$ cat src/rtl/plf_pkg.sv
package plf_pkg;

    typedef enum logic [2:0] {
        ST_IDLE  = 3'd0,
        ST_DRAIN = 3'd1,
        ST_FLUSH = 3'd2,
        ST_MAP   = 3'd3,
        ST_DONE  = 3'd4,
        ST_FAIL  = 3'd5
    } seq_state_e;

endpackage

$ cat src/rtl/plf_supply_mon.sv
module plf_supply_mon #(
    parameter int SAMPLE_W   = 10,
    parameter int DEBOUNCE_N = 4
) (
    input  logic                clk,
    input  logic                rst_n,
    input  logic [SAMPLE_W-1:0] sample_i,
    input  logic [SAMPLE_W-1:0] trip_i,
    input  logic [SAMPLE_W-1:0] margin_i,
    output logic                trip_o
);
    localparam int CNT_W = $clog2(DEBOUNCE_N + 1);
    localparam logic [CNT_W-1:0] CNT_FULL = CNT_W'(DEBOUNCE_N);

    typedef struct packed {
        logic [CNT_W-1:0] run;
    } mon_t;

    mon_t mon_d, mon_q;
    logic is_low;
    logic is_high;
    logic [SAMPLE_W:0] release_lvl;

    always_comb begin
        mon_d       = mon_q;
        release_lvl = {1'b0, trip_i} + {1'b0, margin_i};
        is_low      = sample_i < trip_i;
        is_high     = {1'b0, sample_i} >= release_lvl;
        if (is_low) begin
            if (mon_q.run != CNT_FULL) begin
                mon_d.run = mon_q.run + 1'b1;
            end
        end else if (is_high) begin
            mon_d.run = '0;
        end
    end

    always_ff @(posedge clk or negedge rst_n) begin
        if (!rst_n) begin
            mon_q <= '0;
        end else begin
            mon_q <= mon_d;
        end
    end

    assign trip_o = (mon_q.run == CNT_FULL);

endmodule

$ cat src/rtl/plf_holdup_timer.sv
module plf_holdup_timer #(
    parameter int BUDGET_W = 16
) (
    input  logic                clk,
    input  logic                rst_n,
    input  logic                clear_i,
    input  logic                run_i,
    input  logic [BUDGET_W-1:0] budget_i,
    output logic                expired_o
);
    typedef struct packed {
        logic [BUDGET_W-1:0] count;
        logic [BUDGET_W-1:0] limit;
    } tmr_t;

    tmr_t tmr_d, tmr_q;

    always_comb begin
        tmr_d = tmr_q;
        if (clear_i) begin
            tmr_d.count = '0;
            tmr_d.limit = budget_i;
        end else if (run_i && (tmr_q.count != tmr_q.limit)) begin
            tmr_d.count = tmr_q.count + 1'b1;
        end
    end

    always_ff @(posedge clk or negedge rst_n) begin
        if (!rst_n) begin
            tmr_q <= '0;
        end else begin
            tmr_q <= tmr_d;
        end
    end

    assign expired_o = run_i && (tmr_q.count == tmr_q.limit);

endmodule

$ cat src/rtl/plf_flush_seq.sv
module plf_flush_seq
    import plf_pkg::*;
#(
    parameter int SAMPLE_W   = 10,
    parameter int DEBOUNCE_N = 4,
    parameter int BUDGET_W   = 16
) (
    input  logic                clk,
    input  logic                rst_n,
    input  logic [SAMPLE_W-1:0] vsup_sample,
    input  logic [SAMPLE_W-1:0] trip_level,
    input  logic [SAMPLE_W-1:0] hyst_margin,
    input  logic                reduced_mode,
    input  logic [BUDGET_W-1:0] budget,
    input  logic                prog_busy,
    input  logic                flush_done,
    input  logic                map_done,
    output logic                host_wr_block,
    output logic                flash_issue_block,
    output logic                holdup_en,
    output logic                flush_req,
    output logic                map_req,
    output logic                seq_done,
    output logic                seq_incomplete
);
    typedef struct packed {
        seq_state_e st;
        logic       reduced;
    } seq_t;

    seq_t seq_d, seq_q;
    logic trip;
    logic expired;
    logic active;
    logic start;

    plf_supply_mon #(
        .SAMPLE_W  (SAMPLE_W),
        .DEBOUNCE_N(DEBOUNCE_N)
    ) i_mon (
        .clk     (clk),
        .rst_n   (rst_n),
        .sample_i(vsup_sample),
        .trip_i  (trip_level),
        .margin_i(hyst_margin),
        .trip_o  (trip)
    );

    assign active = (seq_q.st == ST_DRAIN) || (seq_q.st == ST_FLUSH) || (seq_q.st == ST_MAP);
    assign start  = (seq_q.st == ST_IDLE) && trip;

    plf_holdup_timer #(
        .BUDGET_W(BUDGET_W)
    ) i_tmr (
        .clk      (clk),
        .rst_n    (rst_n),
        .clear_i  (start),
        .run_i    (active),
        .budget_i (budget),
        .expired_o(expired)
    );

    // Completion handshakes take precedence over budget expiry.
    always_comb begin
        seq_d = seq_q;
        unique case (seq_q.st)
            ST_IDLE: begin
                if (trip) begin
                    seq_d.st      = ST_DRAIN;
                    seq_d.reduced = reduced_mode;
                end
            end
            ST_DRAIN: begin
                if (!prog_busy) begin
                    seq_d.st = seq_q.reduced ? ST_DONE : ST_FLUSH;
                end else if (expired) begin
                    seq_d.st = ST_FAIL;
                end
            end
            ST_FLUSH: begin
                if (flush_done) begin
                    seq_d.st = ST_MAP;
                end else if (expired) begin
                    seq_d.st = ST_FAIL;
                end
            end
            ST_MAP: begin
                if (map_done) begin
                    seq_d.st = ST_DONE;
                end else if (expired) begin
                    seq_d.st = ST_FAIL;
                end
            end
            ST_DONE: seq_d.st = ST_DONE;
            ST_FAIL: seq_d.st = ST_FAIL;
            default: seq_d.st = ST_FAIL;
        endcase
    end

    always_ff @(posedge clk or negedge rst_n) begin
        if (!rst_n) begin
            seq_q <= '{st: ST_IDLE, reduced: 1'b0};
        end else begin
            seq_q <= seq_d;
        end
    end

    assign host_wr_block     = start || (seq_q.st != ST_IDLE);
    assign flash_issue_block = start || (seq_q.st != ST_IDLE);
    assign holdup_en         = start || (seq_q.st != ST_IDLE);
    assign flush_req         = (seq_q.st == ST_FLUSH);
    assign map_req           = (seq_q.st == ST_MAP);
    assign seq_done          = (seq_q.st == ST_DONE);
    assign seq_incomplete    = (seq_q.st == ST_FAIL);

endmodule

$ cat config.mk
export PLATFORM = sky130hd
export DESIGN_NAME = plf_flush_seq
export DESIGN_NICKNAME = d
export VERILOG_FILES = /design/src/rtl/plf_pkg.sv /design/src/rtl/plf_supply_mon.sv /design/src/rtl/plf_holdup_timer.sv /design/src/rtl/plf_flush_seq.sv
export SDC_FILE = /design/constraint.sdc
export NUM_CORES = 1
export LEC_CHECK = 0
export BUFFER_PORTS_ARGS = -buffer_cell sky130_fd_sc_hd__buf_2
export CAP_MARGIN = 30
export CORE_ASPECT_RATIO = 1.2
export CORE_MARGIN = 2
export CORE_UTILIZATION = 45
export CTS_BUF_LIST = sky130_fd_sc_hd__clkbuf_2 sky130_fd_sc_hd__clkbuf_4 sky130_fd_sc_hd__clkbuf_8
export CTS_CLUSTER_DIAMETER = 120
export DETAILED_ROUTE_END_ITERATION = 7
export GPL_TIMING_DRIVEN = 0
export PLACE_DENSITY = 0.65
export SLEW_MARGIN = 20
export SYNTH_ARGS = -nofsm -noshare
export SYNTH_HDL_FRONTEND = slang
export SYNTH_SLANG_ARGS = --single-unit
$ cat constraint.sdc
create_clock -name clk -period 3.7 [get_ports clk]
set_input_delay 0.185 -clock clk [delete_from_list [all_inputs] [get_ports clk]]
set_output_delay 0.185 -clock clk [all_outputs]
set_load 0.005 [all_outputs]
==> Flow_metrics.wiki <==
{| class="wikitable"
! Metric !! Value
|-
| Critical path launch point type || input pin
|-
| Number of cells produced by synthesis || 336
|-
| HPWL reported at the end of detailed placement || 4990 µm
|-
| Max_slew headroom || 0.631
|-
| Finished Layout Cells || 490
|-
| Total core area || 0.00637 mm²
|-
| Sequential Area || 976 µm²
|-
| Total nets after synthesis || 421
|-
| Max-cap violations || 0
|-
| Cells on worst reg2reg path || 7
|-
| Number of warnings issued by yosys || 0
|-
| Arrival time worst endpoint || 3.46 ns
|-
| ANT nets after route || 0
|-
| Worst Hold Launch || budget[10]
|-
| Kind of critical path || in2reg
|-
| Critical Path Slowest Stage Cell || sky130_fd_sc_hd__a2111oi_0
|-
| Buffer depth of the longest clock path || 2
|-
| Utilization of the core after routing || 0.546
|-
| Post-Place Cells || 479
|-
| Tcrit/Tclk final || 0.889
|-
| Global placer's final weighted congestion || 0.814
|-
| Die Area || 0.00715 mm²
|-
| Mean cell area of the mapped netlist || 8.69 µm²
|-
| Power per cell area || 495 mW/mm²
|-
| Maximum VDD drop || 0.000410 V
|-
| Endpoint of the worst-slack reg-to-reg timing path || seq_q[1]
|-
| Sort of element at the end of the critical path || flop
|-
| TNS Setup || 0 ns
|-
| CTS clk-pin slew, worst paths || 0.08 ns
|-
| Width of the die || 77.5 µm
|-
| Share of synthesized area occupied by flip-flops and latches || 0.334
|-
| RR Startpoint || i_mon.mon_q[0]
|-
| Vias in the first global route || 2496
|-
| Count of cell types in the netlist || 44
|-
| Post-Synthesis Cell Area || 0.00292 mm²
|-
| CTS tree || done
|-
| Number of design-rule violations left by the first detailed-router iteration || 34
|-
| Global-route wire length before repair || 11000 µm
|-
| Register-to-register setup slack || 1.55 ns
|-
| Global route overflow || 0
|-
| Unrepaired setup endpoints after global routing || no
|-
| Hold depth || 3
|-
| Minimum setup slack after placement || 0.0488 ns
|-
| Tightest Hold Check Type || in2reg
|-
| Port Buffers || 58
|-
| Multi-input gate area in the final layout || 0.00183 mm²
|-
| CP Data Required Time || 3.87 ns
|-
| Min Clock Period, post-route || 3.29 ns
|-
| Worst Clk Skew || 0.00732 ns
|-
| Synthesis-to-finish area growth || 19.1%
|-
| Final net count || 489
|-
| Maximum fanout along the worst path || 3
|-
| Worst Hold Endpoint || i_tmr.tmr_q[10]
|-
| Ratio of routed vias to standard cells || 5.09
|-
| Height of the die || 92.2 µm
|-
| Total number of H-tree levels || 2
|-
| Total leakage power || 1.78 nW
|-
| Initial Utilization || 0.459
|-
| Clock Latency Late Sink || 0.30 ns
|-
| Maximum operating frequency || 304 MHz
|-
| Run status || completed
|-
| Final-report max-slew violation count || 0
|-
| Vias || 2494
|-
| Fillers || 630
|-
| Number of buffers added for setup after CTS || 0
|-
| Cell occurring most often along the worst timing path || sky130_fd_sc_hd__o21ai_0
|-
| Layout cell share with drive strength beyond 1 || 0.200
|-
| Endpoints failing setup || 0
|-
| Number of buffers inserted during clock tree synthesis || 5
|-
| Hold-fix buffers at CTS || 0
|-
| GRT Resource Usage Total || 0.189
|-
| Actual slew at the worst max-slew pin || 0.553 ns
|-
| Number of gates given a new drive strength after cts || 0
|-
| Final Hold Viols || 0
|-
| Smallest setup slack after layout || 0.411 ns
|-
| Ant diodes || 0
|-
| Number of placed I/O pins || 59
|-
| Post-synthesis register bit count || 39
|-
| Row Count || 32
|-
| Total length of routed wires || 6300 µm
|-
| Critical Path, Cell by Cell || buf_2, ha_1, o21ai_0, a21oi_1, o21ai_0, nand2_1, xnor2_1, ha_1, a21oi_1, nand2_1, a2111oi_0, o21ai_0, o2111a_1, a2111oi_0
|-
| Initial antenna violation count || 0
|-
| Average wire length per cell after detail routing || 12.9 µm
|-
| Maximum number of pins on one net before global-route repair || 40
|-
| Number of sinks on the clock net || 39
|-
| Remaining design rule violation count || 0
|-
| 1st-pass router iterations || 4
|-
| Delay contributed by the slowest stage of the critical path || 0.50 ns
|-
| CTS root buffer || sky130_fd_sc_hd__clkbuf_8
|}
cells in the final DEF (no fill, tap or decap), types with 3 or more instances in the layout:
cell | Yosys | layout
sky130_fd_sc_hd__nand2b_1 | 9 | 9
sky130_fd_sc_hd__and3_1 | 4 | 4
sky130_fd_sc_hd__mux2i_1 | 9 | 9
sky130_fd_sc_hd__o211ai_1 | 3 | 3
sky130_fd_sc_hd__a21bo_1 | 4 | 4
sky130_fd_sc_hd__xnor2_1 | 21 | 21
sky130_fd_sc_hd__clkbuf_8 | 0 | 6
sky130_fd_sc_hd__nand3b_1 | 6 | 6
sky130_fd_sc_hd__a21oi_1 | 17 | 17
sky130_fd_sc_hd__nor3_1 | 4 | 4
sky130_fd_sc_hd__clkbuf_1 | 5 | 5
sky130_fd_sc_hd__buf_2 | 3 | 62
sky130_fd_sc_hd__nand2_1 | 75 | 75
sky130_fd_sc_hd__ha_1 | 32 | 32
sky130_fd_sc_hd__nor2_1 | 18 | 18
sky130_fd_sc_hd__o21ai_0 | 12 | 12
sky130_fd_sc_hd__inv_1 | 18 | 18
sky130_fd_sc_hd__nand4_1 | 7 | 7
sky130_fd_sc_hd__nand3_1 | 6 | 6
sky130_fd_sc_hd__o21a_1 | 3 | 3
sky130_fd_sc_hd__dfrtp_1 | 39 | 39
sky130_fd_sc_hd__xor2_1 | 4 | 4
sky130_fd_sc_hd__a21o_1 | 6 | 6
synthesized netlist by cell type (all sizes together):
master    n  area (µm²)
o2111a    1        11.3
o2111ai   1        8.76
o21a      3        22.5
o21bai    2        15.0
ha       32         400
a31oi     2        12.5
xor2      4        35.0
a211oi    2        15.0
dfrtp    39         976
o22ai     1        6.26
or3       1        6.26
o21ai    12        60.1
nor2     18        67.6
inv      18        67.6
and3      4        25.0
a21bo     4        40.0
fa        1        20.0
clkbuf    5        18.8
nor3      5        30.0
o31ai     1        12.5
a31o      1        8.76
nand3     6        30.0
xnor2    21         184
a21o      6        45.0
nand3b    6        45.0
or2       2        12.5
buf       5        30.0
o211ai    3        22.5
nor3b     1        12.5
a2111oi   2        17.5
nand2b    9        56.3
nor4      4        61.3
nand4     7        43.8
nand2    75         282
nor2b     2        12.5
and4      2        17.5
mux2i     9        90.1
and2      2        12.5
a21oi    17        85.1
metrics by stage:
step	hold slack, ns	power (W)	cell area, µm²
final	0.0683	0.00172	3480
after global routing	0.0703	0.00188	3480
after detailed placement	0.350	0.00137	3320
after global placement	0.353	0.00134	3320
after floorplan	-0.111	0.00117	2920
after CTS	0.0300	0.00174	3430
flip-flops by register name, summed over array words and instances (netlist names):
| register | cells |
|---|---|
| i_tmr.tmr_q | 32 |
| seq_q | 4 |
| i_mon.mon_q | 3 |
report_power, final:
group	internal [W]	switching (W)
clock network	0.000218	0.000151
logic	0.000322	0.000354
registers	0.000568	0.000109
total	0.00111	0.000614
worst max-delay path by stage:
stage                        startpoint             end
after global routing      trip_level[0]  i_mon.mon_q[1]
after global placement    trip_level[3]  i_mon.mon_q[1]
final                     trip_level[3]  i_mon.mon_q[1]
after floorplan           trip_level[0]  i_mon.mon_q[1]
after detailed placement  trip_level[0]  i_mon.mon_q[1]
after CTS                 trip_level[0]  i_mon.mon_q[1]
critical path: cells and delay by family:
family                   cells  cell delay, ns
AO/OA/AOI/OAI                8            2.17
adder cells (fa/ha/maj)      2            0.63
AND/OR/NAND/NOR              2            0.21
XOR/XNOR                     1            0.15
buffers and inverters        1            0.11
routing by layer:
metal  global-route usage  vias to the layer above  share of wire
li1                     -                     1286              -
met3               0.0325                        9          0.038
met2                0.351                       54           0.51
met1                0.220                     1145           0.44
met5                    0                        -              0
met4               0.0580                        0          0.012
kinds of logic (layout without fill, tap and decap cells):
logic type | Yosys count | after routing | synth area share
simple gates | 144 | 144 | 0.245
compound gates | 58 | 58 | 0.131
flops | 39 | 39 | 0.334
fa+ha+maj | 33 | 33 | 0.144
buf+inv | 28 | 97 | 0.0399
xor+xnor | 25 | 25 | 0.0750
mux | 9 | 9 | 0.0309
final cells by class:
type	instances	share of cell area
timing repair buffer	61	0.0958
inverter	18	0.0194
multi-input combinational	269	0.526
tap	85	0.0306
buffer	10	0.0140
sequential	39	0.281
clock inverter	2	0.0101
clock buffer	6	0.0238
(Power assumes the default switching activity.)
